==> config.mk <==
export PLATFORM = sky130hd
export DESIGN_NAME = branch_decide_unit
export DESIGN_NICKNAME = d
export VERILOG_FILES = /design/src/rtl/bru_pkg.sv /design/src/rtl/bru_cond_eval.sv /design/src/rtl/bru_target_calc.sv /design/src/rtl/branch_decide_unit.sv
export SDC_FILE = /design/constraint.sdc
export NUM_CORES = 1
export LEC_CHECK = 0
export ABC_AREA = 1
export CORE_UTILIZATION = 55
export DETAILED_ROUTE_END_ITERATION = 10
export DONT_BUFFER_PORTS = 1
export PLACE_DENSITY = 0.7
export SLEW_MARGIN = 10
export SYNTH_ARGS = -nofsm -noshare
export SYNTH_HDL_FRONTEND = slang
export SYNTH_SLANG_ARGS = --single-unit
export TNS_END_PERCENT = 100
==> constraint.sdc <==
create_clock -name vclk -period 4
set_clock_uncertainty 0.05 [all_clocks]
set_input_delay 0.8 -clock vclk [all_inputs]
set_output_delay 0.8 -clock vclk [all_outputs]
set_load 0.02 [all_outputs]
==> src/rtl/bru_pkg.sv <==
package bru_pkg;

    // Compare-mode condition codes; bit 0 of each pair selects the complement
    typedef enum logic [2:0] {
        CC_SLT = 3'd0,
        CC_SGE = 3'd1,
        CC_SLE = 3'd2,
        CC_SGT = 3'd3,
        CC_ULO = 3'd4,
        CC_UHS = 3'd5,
        CC_ULS = 3'd6,
        CC_UHI = 3'd7
    } cmp_cond_e;

    typedef struct packed {
        logic n;
        logic v;
        logic z;
        logic c;
    } flags_t;

endpackage

==> src/rtl/bru_cond_eval.sv <==
module bru_cond_eval
    import bru_pkg::*;
(
    input  flags_t     flags_i,
    input  logic [2:0] cond_i,
    input  logic       cmp_mode_i,
    output logic       taken_o
);

    logic base_d;
    logic invert_d;
    logic sless_d;

    always_comb begin
        sless_d = flags_i.n ^ flags_i.v;
        if (cmp_mode_i) begin
            unique case (cond_i[2:1])
                2'b00:   base_d = sless_d;
                2'b01:   base_d = sless_d | flags_i.z;
                2'b10:   base_d = ~flags_i.c;
                default: base_d = ~flags_i.c | flags_i.z;
            endcase
            invert_d = cond_i[0];
        end else begin
            unique case (cond_i[2:1])
                2'b00:   base_d = flags_i.n;
                2'b01:   base_d = flags_i.v;
                2'b10:   base_d = flags_i.c;
                default: base_d = flags_i.z;
            endcase
            invert_d = ~cond_i[0];
        end
        taken_o = base_d ^ invert_d;
    end

    always_comb begin

        sgn_lt_chk: assert (!(cmp_mode_i && cond_i == CC_SLT && taken_o) || (flags_i.n != flags_i.v))
            else $error("signed-less taken with N==V");

        uns_hi_chk: assert (!(cmp_mode_i && cond_i == CC_UHI && taken_o) || (flags_i.c && !flags_i.z))
            else $error("unsigned-higher taken without C and not Z");

        sgn_gt_chk: assert (!(cmp_mode_i && cond_i == CC_SGT && taken_o) || (!flags_i.z && flags_i.n == flags_i.v))
            else $error("signed-greater taken on equal or less");

        plain_flag_chk: assert (cmp_mode_i || cond_i[2:1] != 2'b11 || taken_o == (flags_i.z == cond_i[0]))
            else $error("plain zero test mismatch");
    end

endmodule

==> src/rtl/bru_target_calc.sv <==
module bru_target_calc #(
    parameter int ADDR_W  = 16,
    parameter int SHORT_W = 8
) (
    input  logic [ADDR_W-1:0] next_pc_i,
    input  logic [ADDR_W-1:0] disp_i,
    input  logic              long_disp_i,
    output logic [ADDR_W-1:0] target_o
);

    localparam int EXT_W = ADDR_W - SHORT_W;

    logic [ADDR_W-1:0] offset_d;
    logic [ADDR_W-1:0] diff_chk_d;

    always_comb begin
        if (long_disp_i)
            offset_d = disp_i;
        else
            offset_d = {{EXT_W{disp_i[SHORT_W-1]}}, disp_i[SHORT_W-1:0]};
        target_o = next_pc_i + offset_d;
    end

    always_comb begin
        diff_chk_d = target_o - next_pc_i;

        long_off_chk: assert (!long_disp_i || diff_chk_d == disp_i)
            else $error("long target offset mismatch");

        short_off_chk: assert (long_disp_i ||
                               (diff_chk_d[SHORT_W-1:0] == disp_i[SHORT_W-1:0] &&
                                diff_chk_d[ADDR_W-1:SHORT_W] == {EXT_W{disp_i[SHORT_W-1]}}))
            else $error("short target offset mismatch");
    end

endmodule

==> src/rtl/branch_decide_unit.sv <==
module branch_decide_unit
    import bru_pkg::*;
#(
    parameter int ADDR_W  = 16,
    parameter int SHORT_W = 8
) (
    input  logic              flag_n_i,
    input  logic              flag_v_i,
    input  logic              flag_z_i,
    input  logic              flag_c_i,
    input  logic [2:0]        cond_i,
    input  logic              cmp_mode_i,
    input  logic              long_disp_i,
    input  logic [ADDR_W-1:0] next_pc_i,
    input  logic [ADDR_W-1:0] disp_i,
    output logic              taken_o,
    output logic [ADDR_W-1:0] target_o
);

    flags_t flags_d;

    always_comb begin
        flags_d.n = flag_n_i;
        flags_d.v = flag_v_i;
        flags_d.z = flag_z_i;
        flags_d.c = flag_c_i;
    end

    bru_cond_eval u_cond (
        .flags_i    (flags_d),
        .cond_i     (cond_i),
        .cmp_mode_i (cmp_mode_i),
        .taken_o    (taken_o)
    );

    bru_target_calc #(
        .ADDR_W  (ADDR_W),
        .SHORT_W (SHORT_W)
    ) u_tgt (
        .next_pc_i   (next_pc_i),
        .disp_i      (disp_i),
        .long_disp_i (long_disp_i),
        .target_o    (target_o)
    );

    always_comb begin

        uns_lo_chk: assert (!(cmp_mode_i && cond_i == CC_ULO) || taken_o == !flag_c_i)
            else $error("unsigned-lower mismatch");
    end

endmodule

==> flow_summary.toml <==
[grt]
grt_max_degree = 10
grt_pass1_wl_mm = 3.74
grt_pass1_vias = 1026
overflow = 0
antenna_found_initial = 0
grt_usage_pct = 21.8

[clock_tree]
post_cts_buffers = 0
hold_buffers = 0
cts_resized = 0

[detailed_routing]
drc = 0
wl_per_cell_um = 9.51
drt.antenna.violating_nets = 0
vias_per_cell = 4.99
routed_wl_mm = 2.49
first_pass_iters = 4
drt_iter0_drc = 16
via_count = 1308

[floorplan]
rows = 16
io_pins = 58
core_um2 = 1980
die_h_um = 48.0
dieArea_um2 = 2300
die_w_um = 48.0
start_util_pct = 58.7

[hold_path]
hold_path.class = "in -> out"
worstHoldStart = "disp_i[0]"
holdPathEnd = "target_o[0]"
whs_path_depth = 1

[synth]
yosysMostFrequentCell = "nand2_1"
synthDistinctLibCells = 21
yosys.area.top_type = "nand2_1"
synth_fp_nets = 293
yosysWarnings = 0
synth_commonest_cells = "108 x nand2_1, 44 x inv_1, 15 x ha_1, 15 x nand3_1, 12 x nor2_1"
synth_area_um2 = 1160
synthTopCellsByArea = "nand2_1 35%, ha_1 16%, inv_1 14%"
synth_top_area_share_pct = 34.8
avgSynthCellArea_um2 = 4.93
syn_inst = 236
seq_area_frac_synth_pct = 0

[power_and_ir_drop]
irDropWorstVdd_uv = 107
power_switching_uw = 150
p_clk_share_pct = 0
power_density_nw_per_um2 = 183
p_int_uw = 66.5
switching_share_pct = 69.3
pwr-share-comb_pct = 100.0
leakagePower_uw = 0.000807
seqPwrFrac_pct = 0

[placed_design]
placed_cells = 262
portBuffers = 0
pre_cts_ws_ns = 0.980
gp_congestion = 0.838
dp_hpwl_mm = 2.23

[setup_path]
startpoint = "next_pc_i[0]"
cp_common_cell = "nand2_2"
crit_required_ns = 3.15
crit_type = "in -> out"
critPathCaptureType = "output port"
critPathLaunchType = "primary input"
crit_fanout = 4
crit_path_top_delay_cell = "fa_1"
crit_chain = "ha_1 > fa_1 > nand3_1 > nand2_2 > nand2_1 > nand2_2 > xor2_1"
cp_slowest_stage_delay_ns = 0.42
arrival_ns = 2.18

[sta]
max-slew-margin-rel_pct = 68.5
worstMarginPinSlew_ns = 0.469
setup_ws_ns = 0.973
min_period_ns = 3.03
final-setup-viol-count = 0
slew_viol_final = 0
period_share_pct = 75.7
fmax_mhz = 330
hold_viol_final = 0
setup-tns-final_ns = 0
rsz0062_at_grt = "false"

[layout]
fin_cells = 262
fill_cells = 208
diodes = 0
register_area_um2 = 0
areaGrowthSynthToFinish_pct = 1.94
drive_above_1_share_pct = 3.40
finalNetCount = 294
clkbuf_count = 0
flops_and_latches = 0

[outcome]
status = "completed"

[flow_run]
maxCapViolations = 0
-- through the flow --
step           hold WS, ns  util (%)  power (µW)  cell area, µm²
6_report              1.76      59.8         217            1190
3_3_place_gp          1.76      59.8         213            1190
3_5_place_dp          1.75      59.8         217            1190
5_1_grt               1.76      59.8         249            1190
2_1_floorplan         1.75         -         191            1160
4_1_cts               1.76      59.8         218            1190
-- critical path, delay by kind of cell --
| kind | cells | cell delay [ns] |
|---|---|---|
| adder cells (fa/ha/maj) | 2 | 0.64 |
| XOR/XNOR | 1 | 0.37 |
| AND/OR/NAND/NOR | 4 | 0.36 |
-- cell usage in the layout, fill, tap and decap left out --
cell,n
nand2_1,108
inv_1,44
nand3_1,15
ha_1,15
nor2_1,12
a21oi_1,11
xor2_1,5
nand2_2,4
o21ai_0,4
xnor2_1,3
nand4_1,3
nor3_1,2
nand3b_1,2
inv_2,1
nand2_4,1
or2_1,1
nor2_2,1
and2_1,1
or2_2,1
fa_1,1
-- logic make-up after synthesis --
logic type,count (synthesis),share of synthesized area (%)
and+or+nand+nor,151,54.2
buffers and inverters,46,15.5
adders and majority gates,16,17.8
AOI/OAI and AO/OA,15,6.45
xor gates and xnor gates,8,6.02
-- per-layer routing --
metal  vias to the layer above  routed length [µm]  GRT usage [%]
li1                        719                   -              -
met1                       547                1110           25.3
met2                        42                1250           45.1
met3                         0                 124           1.13
met4                         0                   0          0.556
met5                         -                   0              0
-- layout make-up --
cell class / instances / area, µm² / area share [%]
multi-input cells: 190 / 983 / 82.9
well taps: 27 / 33.8 / 2.85
inverters: 45 / 169 / 14.2
-- how the worst max path moves through the flow --
stage | end | slack (ns)
global route | target_o[15] | 0.86
finish | target_o[6] | 0.97
floorplan | target_o[6] | 1.08
global placement | target_o[6] | 1.01
CTS | target_o[6] | 0.98
detailed placement | target_o[6] | 0.98
-- power groups by stage --
stage / Combinational [µW] / Clock [µW] / Sequential, µW
finish: 217 / 0 / 0
global route: 249 / 0 / 0
floorplan: 191 / 0 / 0
detailed placement: 217 / 0 / 0
global placement: 213 / 0 / 0
CTS: 218 / 0 / 0
(Power assumes the default switching activity.)
